===== src/rtl/bsalu_pkg.sv =====
package bsalu_pkg;

  typedef enum logic [1:0] {
    SEL_AND  = 2'b00,
    SEL_OR   = 2'b01,
    SEL_SUM  = 2'b10,
    SEL_RSVD = 2'b11
  } slice_sel_e;

  typedef struct packed {
    logic       inv_a;
    logic       neg_b;
    slice_sel_e sel;
  } alu_ctrl_t;

  localparam logic [3:0] CODE_AND = 4'b0000;
  localparam logic [3:0] CODE_OR  = 4'b0001;
  localparam logic [3:0] CODE_ADD = 4'b0010;
  localparam logic [3:0] CODE_SUB = 4'b0110;
  localparam logic [3:0] CODE_NOR = 4'b1100;

endpackage


===== src/rtl/bsalu_decode.sv =====
module bsalu_decode
  import bsalu_pkg::*;
(
  input  logic [3:0] ctrl,
  output alu_ctrl_t  fields,
  output logic       legal,
  output logic       arith
);
  always_comb begin
    fields.inv_a = ctrl[3];
    fields.neg_b = ctrl[2];
    fields.sel   = slice_sel_e'(ctrl[1:0]);
    unique case (ctrl)
      CODE_AND, CODE_OR, CODE_NOR: begin
        legal = 1'b1;
        arith = 1'b0;
      end
      CODE_ADD, CODE_SUB: begin
        legal = 1'b1;
        arith = 1'b1;
      end
      default: begin
        legal = 1'b0;
        arith = 1'b0;
      end
    endcase
  end
endmodule


===== src/rtl/bsalu_slice.sv =====
module bsalu_slice
  import bsalu_pkg::*;
(
  input  logic       a_bit,
  input  logic       b_bit,
  input  logic       inv_a,
  input  logic       neg_b,
  input  slice_sel_e sel,
  input  logic       c_in,
  output logic       r_bit,
  output logic       c_out
);
  logic a_eff, b_eff, sum_bit;

  always_comb begin
    a_eff   = a_bit ^ inv_a;
    b_eff   = b_bit ^ neg_b;
    sum_bit = a_eff ^ b_eff ^ c_in;
    c_out   = (a_eff & b_eff) | (c_in & (a_eff ^ b_eff));
    unique case (sel)
      SEL_AND: r_bit = a_eff & b_eff;
      SEL_OR:  r_bit = a_eff | b_eff;
      SEL_SUM: r_bit = sum_bit;
      default: r_bit = 1'b0;
    endcase
  end
endmodule


===== src/rtl/bsalu_flags.sv =====
module bsalu_flags #(
  parameter int WIDTH = 32
) (
  input  logic [WIDTH-1:0] res,
  input  logic             c_top_in,
  input  logic             c_top_out,
  input  logic             arith,
  output logic             zero,
  output logic             sign,
  output logic             carry,
  output logic             ovf
);
  localparam int MSB = WIDTH - 1;

  always_comb begin
    zero  = ~|res;
    sign  = res[MSB];
    carry = arith & c_top_out;
    ovf   = arith & (c_top_in ^ c_top_out);
  end
endmodule


===== src/rtl/bsalu_core.sv =====
module bsalu_core
  import bsalu_pkg::*;
#(
  parameter int WIDTH = 32
) (
  input  logic [WIDTH-1:0] op_a,
  input  logic [WIDTH-1:0] op_b,
  input  logic [3:0]       ctrl,
  output logic [WIDTH-1:0] result,
  output logic             flag_zero,
  output logic             flag_sign,
  output logic             flag_carry,
  output logic             flag_ovf
);
  localparam int MSB = WIDTH - 1;

  alu_ctrl_t        fields;
  logic             legal;
  logic             arith;
  logic [WIDTH:0]   chain;
  logic [WIDTH-1:0] raw;

  bsalu_decode u_dec (
    .ctrl   (ctrl),
    .fields (fields),
    .legal  (legal),
    .arith  (arith)
  );

  assign chain[0] = fields.neg_b;

  for (genvar i = 0; i < WIDTH; i++) begin : g_slice
    bsalu_slice u_slice (
      .a_bit (op_a[i]),
      .b_bit (op_b[i]),
      .inv_a (fields.inv_a),
      .neg_b (fields.neg_b),
      .sel   (fields.sel),
      .c_in  (chain[i]),
      .r_bit (raw[i]),
      .c_out (chain[i+1])
    );
  end

  assign result = legal ? raw : '0;

  bsalu_flags #(.WIDTH(WIDTH)) u_flags (
    .res       (result),
    .c_top_in  (chain[MSB]),
    .c_top_out (chain[WIDTH]),
    .arith     (arith),
    .zero      (flag_zero),
    .sign      (flag_sign),
    .carry     (flag_carry),
    .ovf       (flag_ovf)
  );
endmodule


===== config.mk =====
export PLATFORM = sky130hd
export DESIGN_NAME = bsalu_core
export DESIGN_NICKNAME = d
export VERILOG_FILES = /design/src/rtl/bsalu_pkg.sv /design/src/rtl/bsalu_decode.sv /design/src/rtl/bsalu_slice.sv /design/src/rtl/bsalu_flags.sv /design/src/rtl/bsalu_core.sv
export SDC_FILE = /design/constraint.sdc
export NUM_CORES = 1
export LEC_CHECK = 0
export ABC_AREA = 0
export BUFFER_PORTS_ARGS = -buffer_cell sky130_fd_sc_hd__buf_2
export CORE_UTILIZATION = 45
export DETAILED_ROUTE_END_ITERATION = 10
export GPL_TIMING_DRIVEN = 0
export PLACE_DENSITY = 0.71
export REMOVE_ABC_BUFFERS = 1
export SYNTH_ARGS = -nofsm -noshare
export SYNTH_HDL_FRONTEND = slang
export SYNTH_SLANG_ARGS = --single-unit

===== constraint.sdc =====
create_clock -name vclk -period 28.8
set_clock_uncertainty 0.15 [all_clocks]
set_input_delay 5.76 -clock vclk [all_inputs]
set_output_delay 5.76 -clock vclk [all_outputs]
set_load 0.1 [all_outputs]

Word level (Yosys, flattened, before mapping)
Index checks and enable logic that the tools add are counted.
Word-level totals
  register bits after elaboration: 0
  output and inout bits: 36
  word-level logic and storage cells: 306
Cells by class
  equal/unequal tests: 6
  muxes and demuxes: 35
  bitwise operators: 259
  reduce and logical (&&, ||, !) cells: 6
Operators by type and width (count)
  1-bit bitwise XOR: 129
  1-bit one-hot mux with 3 select lines: 32
  1-bit AND: 66
  1-bit OR: 64
  32-bit two-way mux: 1
  32-bit OR reduction: 1
  5-bit OR reduction: 1
  4-bit by 1-bit equality test with 1-bit output (second input constant): 1
  4-bit by 2-bit equality test with 1-bit output (second input constant): 1
  4-bit by 3-bit equality test with 1-bit output (second input constant): 1
  4-bit equality test (second input constant): 1
  4-bit zero test: 1
  2-bit by 1-bit equality test with 1-bit output (second input constant): 1
  2-bit equality test (second input constant): 1
  2-bit zero test: 1
  1-bit two-way mux: 2
  2-bit OR reduction: 1
  1-bit zero test: 1

Depth between registers and ports, before layout
Gate-level depths: netlist of the first run.
  depth in word-level cells: 69
  depth in mapped cells: 44
  mapped depth without buffers: 42

Hierarchy
A second synthesis of the first run with hierarchy kept.
Unflattened totals
  cell total of the unflattened synthesis: 474
  area, all modules: 3718.6 um^2
By module, submodules not included
  bsalu_slice (g_slice[11].u_slice ...): times used 24, cells an instance 13, area an instance 102.6 um^2
  bsalu_slice (g_slice[0].u_slice ...): times used 8, cells an instance 13, area an instance 105.1 um^2
  bsalu_core: times used 1, cells an instance 35, area an instance 255.2 um^2
  bsalu_flags: times used 1, cells an instance 15, area an instance 101.3 um^2
  bsalu_decode: times used 1, cells an instance 8, area an instance 58.8 um^2

Worst setup path before layout of the first run
Ideal clock, no wire load.
  kind: in2out
  start point: in ctrl[2]
  end point: out flag_zero
  arrival: 19.638 ns
  path slack: 3.252 ns
  cell stages on the path: 43
  path buffers: 2
  cell sequence: clkbuf_1 > buf_1 > xor2_1 > fa_1 > fa_1 > fa_1 > inv_1 > fa_1 > fa_1 > fa_1 > fa_1 > fa_1 > fa_1 > fa_1 > fa_1 > fa_1 > inv_1 > fa_1 > [... 7 more ...] > fa_1 > fa_1 > fa_1 > fa_1 > fa_1 > fa_1 > fa_1 > fa_1 > fa_1 > inv_1 > fa_1 > inv_1 > fa_1 > fa_1 > nor2_1 > o41ai_1 > nand4_1 > nor4_2
On the way
  longest elaborated chain between the ends: 69
Ends and longest elaborated chain
  from (decl): RTL line bsalu_core.sv:8  | input logic [3:0] ctrl,
  1-bit bitwise XOR: RTL line bsalu_slice.sv:17  | b_eff = b_bit ^ neg_b;
  1-bit bitwise XOR: RTL line bsalu_slice.sv:18, bsalu_slice.sv:19
  1-bit AND: RTL line bsalu_slice.sv:19  | c_out = (a_eff & b_eff) | (c_in & (a_eff ^ b_eff));
  1-bit OR: RTL line bsalu_slice.sv:19
  1-bit AND: RTL line bsalu_slice.sv:19
  1-bit OR: RTL line bsalu_slice.sv:19
  1-bit AND: RTL line bsalu_slice.sv:19
  1-bit OR: RTL line bsalu_slice.sv:19
  [... 53 more ...]
  1-bit OR: RTL line bsalu_slice.sv:19
  1-bit AND: RTL line bsalu_slice.sv:19
  1-bit OR: RTL line bsalu_slice.sv:19
  1-bit bitwise XOR: RTL line bsalu_slice.sv:18  | sum_bit = a_eff ^ b_eff ^ c_in;
  1-bit one-hot mux with 3 select lines: RTL line bsalu_slice.sv:20  | unique case (sel)
  32-bit two-way mux *: RTL line bsalu_core.sv:45  | assign result = legal ? raw : '0;
  32-bit OR reduction *: RTL line bsalu_flags.sv:16  | zero = ~|res;
  1-bit zero test *: RTL line bsalu_flags.sv:16
  to (decl): RTL line bsalu_core.sv:10  | output logic flag_zero,
Every way passes the cells marked *; elsewhere a longest branch is shown, timed or not.

Final worst setup path of the first run
  start point: in ctrl[3]
  end point: out flag_zero
On the way
  longest elaborated chain between the ends: 69
Ends and longest elaborated chain
  1-bit bitwise XOR: RTL line bsalu_slice.sv:16  | a_eff = a_bit ^ inv_a;
  1-bit bitwise XOR: RTL line bsalu_slice.sv:18, bsalu_slice.sv:19
  1-bit AND: RTL line bsalu_slice.sv:19
  1-bit OR: RTL line bsalu_slice.sv:19
  1-bit AND: RTL line bsalu_slice.sv:19
  1-bit OR: RTL line bsalu_slice.sv:19
  1-bit AND: RTL line bsalu_slice.sv:19
  1-bit OR: RTL line bsalu_slice.sv:19
  [... 53 more ...]
  1-bit OR: RTL line bsalu_slice.sv:19
  1-bit AND: RTL line bsalu_slice.sv:19
  1-bit OR: RTL line bsalu_slice.sv:19
  1-bit bitwise XOR: RTL line bsalu_slice.sv:18
  1-bit one-hot mux with 3 select lines: RTL line bsalu_slice.sv:20
  32-bit two-way mux *: RTL line bsalu_core.sv:45
  32-bit OR reduction *: RTL line bsalu_flags.sv:16
  1-bit zero test *: RTL line bsalu_flags.sv:16
Marked as above.

==> impl_metrics.env, run 1 <==
export IMPL_critPathCaptureType="primary output"
export IMPL_synth_compound_area_share_pct=9.774
export IMPL_yosysSeqAreaShare_pct=0
export IMPL_slew_violations=0
export IMPL_hpwl_um=5859
export IMPL_finalWirelength_um=7610
export IMPL_hold_class="in -> out"
export IMPL_synthCells=446
export IMPL_grt_usage_pct=18.72
export IMPL_ir_drop_mv=0.01683
export IMPL_route_detailed_drc=0
export IMPL_switching_power_w=0.00007789
export IMPL_grt_pass1_vias=2978
export IMPL_p_leak_nw=2.276
export IMPL_hold_viol_final=0
export IMPL_vias=2983
export IMPL_worst_hold_path_num_cells=6
export IMPL_gr_total_overflow=0
export IMPL_critPathLaunchType="input pin"
export IMPL_synth_fa_ha_area_share_pct=40.67
export IMPL_startpoint="ctrl[3]"
export IMPL_ys_warn_count=0
export IMPL_pwr_share_comb_pct=100.0
export IMPL_place_gp_congestion=0.8018
export IMPL_synth_simple_gate_area_share_pct=14.61
export IMPL_yosysUniqueCellTypes=37
export IMPL_synth_xor_area_share_pct=16.54
export IMPL_first_pass_iters=4
export IMPL_multi_input_area_mm2=0.003032
export IMPL_coreArea_mm2=0.007370
export IMPL_num_antenna_cells=0
export IMPL_worst_path_largest_cell_delay_ns=0.81
export IMPL_grt_max_degree=54
export IMPL_period_share_pct=89.20
export IMPL_path_common_cell="fa_1"
export IMPL_p_seq_share_pct=0
export IMPL_min_from="op_b[31]"
export IMPL_grt_pass1_wl_um=12940
export IMPL_vias_per_cell=4.780
export IMPL_finalSetupViolations=0
export IMPL_muxShareOfSynthArea_pct=5.156
export IMPL_p_int_w=0.00003557
export IMPL_io_pins=104
export IMPL_die_area_mm2=0.008123
export IMPL_nets=690
export IMPL_rsz0062_at_grt="false"
export IMPL_switching_share_pct=68.65
export IMPL_die_y_um=90.13
export IMPL_cts_setup_buffers=0
export IMPL_std_cell_rows=31
export IMPL_worstMarginPinSlew_ns=1.224
export IMPL_crit_slowest_cell="buf_2"
export IMPL_holdBufCountCts=0
export IMPL_worst_slack_ns=3.111
export IMPL_cts_resized=0
export IMPL_final_cell_mix="104 x buf_2, 87 x inv_1, 70 x nor2_1, 64 x ha_1, 61 x xor2_1"
export IMPL_synth_area_mm2=0.003495
export IMPL_fmax_mhz=38.93
export IMPL_maxSlewHeadroom_pct=18.39
export IMPL_layout_commonest_cell="buf_2"
export IMPL_clkPwrFrac_pct=0
export IMPL_max_cap_viol_count=0
export IMPL_seq_cells=0
export IMPL_crit_arrival_ns=19.78
export IMPL_min_period_ns=25.69
export IMPL_initial_core_util_pct=47.42
export IMPL_crit_buf_inv=7
export IMPL_fin_tns_setup_ns=0
export IMPL_cp_top_family="adder cells"
export IMPL_portBuffers=104
export IMPL_power_density_mw_per_mm2=28.35
export IMPL_antenna_found_initial=0
export IMPL_ant_nets=0
export IMPL_n_fill_cell=738
export IMPL_path_class="in -> out"
export IMPL_hold_end="flag_carry"
export IMPL_dr_first_iter_drc_count=77
export IMPL_n_clock_buffer=0
export IMPL_regArea_um2=0
export IMPL_status="finished, final reports clean"
export IMPL_area_growth_pct=14.54
export IMPL_synth_top_family_by_area="adder cells"
export IMPL_pre_cts_ws_ns=3.106
export IMPL_wire_per_inst_um=12.20
export IMPL_layout_drive_gt1_share_pct=20.76
export IMPL_worstPathRequired_ns=22.89
export IMPL_syn_area_per_cell_um2=7.835
export IMPL_path_max_fanout=38
export IMPL_die_w_um=90.13
## power by group through the flow
stage / Combinational (W) / Sequential (W) / Clock, W
after global placement: 0.000110 / 0 / 0
final: 0.000113 / 0 / 0
after detailed placement: 0.000114 / 0 / 0
after floorplan: 0.0000867 / 0 / 0
after global routing: 0.000127 / 0 / 0
after CTS: 0.000114 / 0 / 0
## per-layer routing
metal	global-route usage, %	vias up	routed length, um
li1	-	1510	-
met5	0	-	0
met1	23.65	1401	3467
met4	0.1344	0	0
met3	0.8460	0	275
met2	36.77	72	3868
## worst max-delay path by stage
stage           endpoint  cells past startpoint
4_1_cts        flag_zero                     44
2_1_floorplan  flag_sign                     41
5_1_grt        flag_zero                     44
3_5_place_dp   flag_zero                     44
3_3_place_gp   flag_zero                     44
6_report       flag_zero                     44
## cell families after synthesis
logic type,after synthesis
buffers and inverters,112
adder cells (fa/ha/maj),95
AND/OR/NAND/NOR,106
AO/OA/AOI/OAI,49
XOR/XNOR,66
multiplexers,18
## through the flow
step,power [W],instance area (um2),util [%],std cells,hold slack [ns]
after floorplan,0.00008672,3358,-,421,11.72
after global placement,0.0001102,4003,54.31,624,12.18
after detailed placement,0.0001140,4003,54.31,624,12.19
after CTS,0.0001145,4003,54.31,624,12.19
after global routing,0.0001268,4003,54.31,624,12.28
final,0.0001135,4003,54.31,624,12.20
## synthesized netlist by cell type, drive strengths merged, types with 7 or more instances
cell type | n | share of area [%]
mux2i | 18 | 5.2
nand2b | 13 | 2.5
nor2 | 71 | 8.1
nor2b | 9 | 1.6
fa | 31 | 18
inv | 87 | 9.3
a21oi | 16 | 2.3
o22a | 8 | 2.0
xor2 | 61 | 15
buf | 18 | 3.2
clkbuf | 7 | 0.75
ha | 64 | 23
## area by class of cell
type / instances / area share (%)
multi-input cells: 334 / 75.74
inverters: 87 / 8.159
well taps: 99 / 3.095
repair buffers: 104 / 13.00
No activity file was read; power rests on OpenSTA's default activity.
==> run 2: changes to the inputs <==
CORE_UTILIZATION = 40   (was 45)
PLACE_DENSITY = default   (was 0.71)
SYNTH_HIERARCHICAL = 1   (was default)
==> impl_metrics.env, run 2 <==
export IMPL_path_common_cell="inv_1"
export IMPL_status="complete, but fails checks"
export IMPL_final_util_pct=52.53
export IMPL_area_growth_pct=25.00
export IMPL_ant_nets=0
export IMPL_min_period_ns=28.00
export IMPL_regArea_um2=0
export IMPL_worst_path_largest_cell_delay_ns=0.52
export IMPL_worst_hold_path_num_cells=4
export IMPL_yosysUniqueCellTypes=23
export IMPL_seq_cells=0
export IMPL_n_clock_buffer=0
export IMPL_grt_pass1_wl_um=14320
export IMPL_num_antenna_cells=0
export IMPL_initial_core_util_pct=42.02
export IMPL_hold_viol_final=0
export IMPL_switching_power_w=0.00008051
export IMPL_violations="DRC"
export IMPL_layout_drive_gt1_share_pct=34.08
export IMPL_synthCells=474
export IMPL_clkPwrFrac_pct=0
export IMPL_fmax_mhz=35.71
export IMPL_vias_per_cell=4.668
export IMPL_first_pass_iters=9
export IMPL_ys_warn_count=6
export IMPL_die_w_um=98.42
export IMPL_antenna_found_initial=0
export IMPL_grt_usage_pct=17.74
export IMPL_finalWirelength_um=8758
export IMPL_vias=3216
export IMPL_p_int_w=0.00004566
export IMPL_holdBufCountCts=0
export IMPL_syn_area_per_cell_um2=7.845
export IMPL_power_w=0.0001262
export IMPL_crit_arrival_ns=22.09
export IMPL_max_cap_viol_count=0
export IMPL_crit_slowest_cell="fa_1"
export IMPL_min_from="ctrl[3]"
export IMPL_cp_top_family="adder cells"
export IMPL_final_cell_mix="109 x inv_1, 99 x buf_2, 64 x ha_1"
export IMPL_period_share_pct=97.23
export IMPL_grt_pass1_vias=3224
export IMPL_path_class="in -> out"
export IMPL_io_pins=104
export IMPL_die_y_um=98.42
export IMPL_dr_first_iter_drc_count=96
export IMPL_critPathLaunchType="input pin"
export IMPL_hpwl_um=6079
export IMPL_crit_buf_inv=65
export IMPL_path_max_fanout=3
export IMPL_coreArea_mm2=0.008848
export IMPL_slew_violations=0
export IMPL_synth_top_cell_by_area="ha_1"
export IMPL_die_area_mm2=0.009686
export IMPL_nets=747
export IMPL_power_density_mw_per_mm2=27.15
export IMPL_synth_top_area_share_pct=21.53
export IMPL_holdWs_ns=12.16
export IMPL_wire_per_inst_um=12.71
export IMPL_hold_end="flag_ovf"
export IMPL_ir_drop_mv=0.01316
export IMPL_grt_max_degree=100
export IMPL_ys_top_cells_by_count="128 x inv_1, 64 x ha_1, 33 x xor2_1"
export IMPL_finalSetupViolations=0
export IMPL_portBuffers=104
export IMPL_synth_most_common_cell="inv_1"
export IMPL_hold_class="in -> out"
export IMPL_pwr_share_comb_pct=100.0
export IMPL_synth_area_leaders="ha_1 22%, fa_1 17%, inv_1 13%, xor2_1 7.8%, xnor2_1 7.5%"
export IMPL_p_leak_nw=2.591
export IMPL_gr_total_overflow=0
export IMPL_route_detailed_drc=8
export IMPL_synth_area_mm2=0.003719
export IMPL_p_seq_share_pct=0
export IMPL_switching_share_pct=63.81
export IMPL_critPathCaptureType="primary output"
export IMPL_layout_commonest_cell="inv_1"
export IMPL_maxSlewHeadroom_pct=22.09
export IMPL_worstPathRequired_ns=22.89
export IMPL_yosysSeqAreaShare_pct=0
export IMPL_std_cell_rows=34
export IMPL_place_gp_congestion=0.7534
export IMPL_worstMarginPinSlew_ns=1.169
## run 2: layer usage
metal / routed length [um] / vias to the layer above / part of all wire (%) / global-route usage (%)
li1: - / 1627 / - / -
met1: 3954 / 1515 / 45 / 22.68
met2: 4374 / 74 / 50 / 34.24
met3: 429 / 0 / 4.9 / 1.064
met4: 0 / 0 / 0 / 0.9185
met5: 0 / - / 0 / 0
## run 2: cell type report
cell class	count	area, um2
Tap cell	108	135.1
Inverter	128	480.5
Timing Repair Buffer	115	718.2
Multi-Input combinational cell	338	3314
Fill cell	876	4200
## run 2: cells by family after synthesis
kind of cell,share of synthesized area [%]
AO/OA/AOI/OAI,8.614
XOR/XNOR,15.31
adder cells (fa/ha/maj),38.76
buffers and inverters,14.33
AND/OR/NAND/NOR,22.98
## run 2: power by group through the flow
| stage | Clock (W) | Combinational, W | Sequential, W |
|---|---|---|---|
| after global routing | 0 | 0.000141 | 0 |
| after global placement | 0 | 0.000113 | 0 |
| after floorplan | 0 | 0.0000890 | 0 |
| after CTS | 0 | 0.000124 | 0 |
| after detailed placement | 0 | 0.000117 | 0 |
| final | 0 | 0.000126 | 0 |
## run 2: worst max path at each step
stage / start / endpoint / slack (ns) / cells after the start
2_1_floorplan: ctrl[2] / flag_zero / -1.42 / 102
3_3_place_gp: ctrl[3] / flag_zero / -2.33 / 103
3_5_place_dp: ctrl[3] / flag_zero / -2.38 / 103
4_1_cts: op_b[0] / flag_zero / 0.05 / 104
5_1_grt: ctrl[2] / flag_zero / -0.008 / 104
6_report: ctrl[2] / flag_zero / 0.80 / 104
## run 2: through the flow
| step | setup WS [ns] | TNS [ns] | instances | cell area [um2] |
|---|---|---|---|---|
| floorplan | -1.416 | -1.680 | 466 | 3666 |
| global placement | -2.334 | -10.68 | 678 | 4322 |
| detailed placement | -2.379 | -10.97 | 678 | 4322 |
| CTS | 0.05306 | 0 | 687 | 4583 |
| global route | -0.008237 | -0.008237 | 689 | 4648 |
| finish | 0.7965 | 0 | 689 | 4648 |
## run 2: what timing repair did
item | 4_1_cts | 5_1_grt
buffers inserted | 7 | 2
pin swaps | 11 | 23
gates cloned | 2 | 0
gates resized for setup | 40 | 29
endpoints found under the setup margin | 8 | 6
==> run 3: changes to the inputs <==
CORE_MARGIN = 8   (was default)
CORE_UTILIZATION = 56   (was 40)
PLACE_DENSITY = 0.85   (was default)
==> impl_metrics.env, run 3 (same netlist as run 2, synthesis figures left out) <==
export IMPL_status="finished, final reports clean"
export IMPL_switching_share_pct=62.46
export IMPL_slew_violations=0
export IMPL_worst_path_largest_cell_delay_ns=0.50
export IMPL_hold_viol_final=0
export IMPL_max_cap_viol_count=0
export IMPL_final_area_mm2=0.004705
export IMPL_wire_per_inst_um=14.56
export IMPL_first_pass_iters=4
export IMPL_p_leak_nw=2.640
export IMPL_vias_per_cell=5.054
export IMPL_ant_nets=0
export IMPL_grt_max_degree=100
export IMPL_p_int_w=0.00005018
export IMPL_antenna_found_initial=0
export IMPL_layout_commonest_cell="inv_1"
export IMPL_crit_arrival_ns=22.19
export IMPL_coreArea_mm2=0.006386
export IMPL_critPathCaptureType="primary output"
export IMPL_clkPwrFrac_pct=0
export IMPL_route_detailed_drc=0
export IMPL_portBuffers=104
export IMPL_dr_first_iter_drc_count=93
export IMPL_io_pins=104
export IMPL_die_area_mm2=0.009504
export IMPL_p_seq_share_pct=0
export IMPL_worstMarginPinSlew_ns=1.126
export IMPL_final_util_pct=73.67
export IMPL_holdBufCountCts=0
export IMPL_finalWirelength_um=9725
export IMPL_place_gp_congestion=0.8201
export IMPL_vias=3376
export IMPL_area_growth_pct=26.51
export IMPL_path_max_fanout=4
export IMPL_grt_pass1_wl_um=15720
export IMPL_hold_class="in -> out"
export IMPL_worstPathRequired_ns=22.89
export IMPL_final_cell_mix="105 x inv_1, 96 x buf_2, 64 x ha_1, 32 x xor2_1"
export IMPL_min_period_ns=28.10
export IMPL_gr_total_overflow=0
export IMPL_pwr_share_comb_pct=100.0
export IMPL_die_y_um=97.49
export IMPL_power_w=0.0001336
export IMPL_crit_slowest_cell="fa_1"
export IMPL_power_density_mw_per_mm2=28.41
export IMPL_period_share_pct=97.55
export IMPL_layout_drive_gt1_share_pct=36.04
export IMPL_maxSlewHeadroom_pct=24.91
export IMPL_initial_core_util_pct=58.23
export IMPL_seq_cells=0
export IMPL_hpwl_um=6671
export IMPL_dpl_cell_area_mm2=0.004283
export IMPL_ir_drop_mv=0.02397
export IMPL_switching_power_w=0.00008347
export IMPL_path_common_cell="inv_1"
export IMPL_std_cell_rows=29
export IMPL_critPathLaunchType="input pin"
export IMPL_path_class="in -> out"
export IMPL_num_antenna_cells=0
export IMPL_regArea_um2=0
export IMPL_die_w_um=97.49
export IMPL_grt_pass1_vias=3522
export IMPL_grt_usage_pct=18.98
export IMPL_nets=757
export IMPL_fmax_mhz=35.59
export IMPL_n_clock_buffer=0
export IMPL_finalSetupViolations=0
## run 3: worst paths after layout
check	from	to	slack [ns]	cells after the start
setup / recovery	ctrl[2]	flag_zero	0.70	104
hold / removal	ctrl[3]	flag_ovf	12.07	4
## run 3: critical path: cells and delay by family
| family | cells | cell delay, ns |
|---|---|---|
| buf+inv | 65 | 3.56 |
| xor+xnor | 1 | 0.18 |
| compound gates | 1 | 0.07 |
| fa+ha+maj | 32 | 11.69 |
| simple gates | 5 | 0.89 |
## run 3: area by class of cell
type                            instances  area [um2]
Fill cell                             490        1682
Inverter                              128       480.5
Timing Repair Buffer                  125       815.8
Tap cell                               77       96.34
Multi-Input combinational cell        338        3312
## run 3: repair_timing
item	in CTS	in global routing
gates resized for setup	53	28
endpoints found under the setup margin	8	6
pin swaps	11	20
gates cloned	2	0
hold endpoints to repair	0	0
setup buffers	16	3
## run 3: metal layers
layer  wire length [um]  GRT usage, %  vias to the layer above  share of wire, %
li1                   -             -                     1653                 -
met1               4022         21.60                     1589                41
met2               4787         35.23                      114                49
met3                690         3.485                       20               7.1
met4                225         4.429                        0               2.3
met5                  0             0                        -                 0
## run 3: metrics by stage
step | cells | setup slack, ns | setup TNS [ns] | hold WS [ns]
after global routing | 668 | -0.05616 | -0.05616 | 12.09
after global placement | 647 | -2.200 | -9.514 | 12.24
final | 668 | 0.7046 | 0 | 12.07
after CTS | 665 | -0.08603 | -0.08603 | 12.06
after floorplan | 466 | -1.416 | -1.680 | 11.80
after detailed placement | 647 | -2.396 | -11.16 | 12.29
## run 3: power by group through the flow
stage / clock (W) / combinational, W / sequential [W]
floorplan: 0 / 0.0000890 / 0
global placement: 0 / 0.000111 / 0
detailed placement: 0 / 0.000118 / 0
CTS: 0 / 0.000129 / 0
global route: 0 / 0.000149 / 0
finish: 0 / 0.000134 / 0
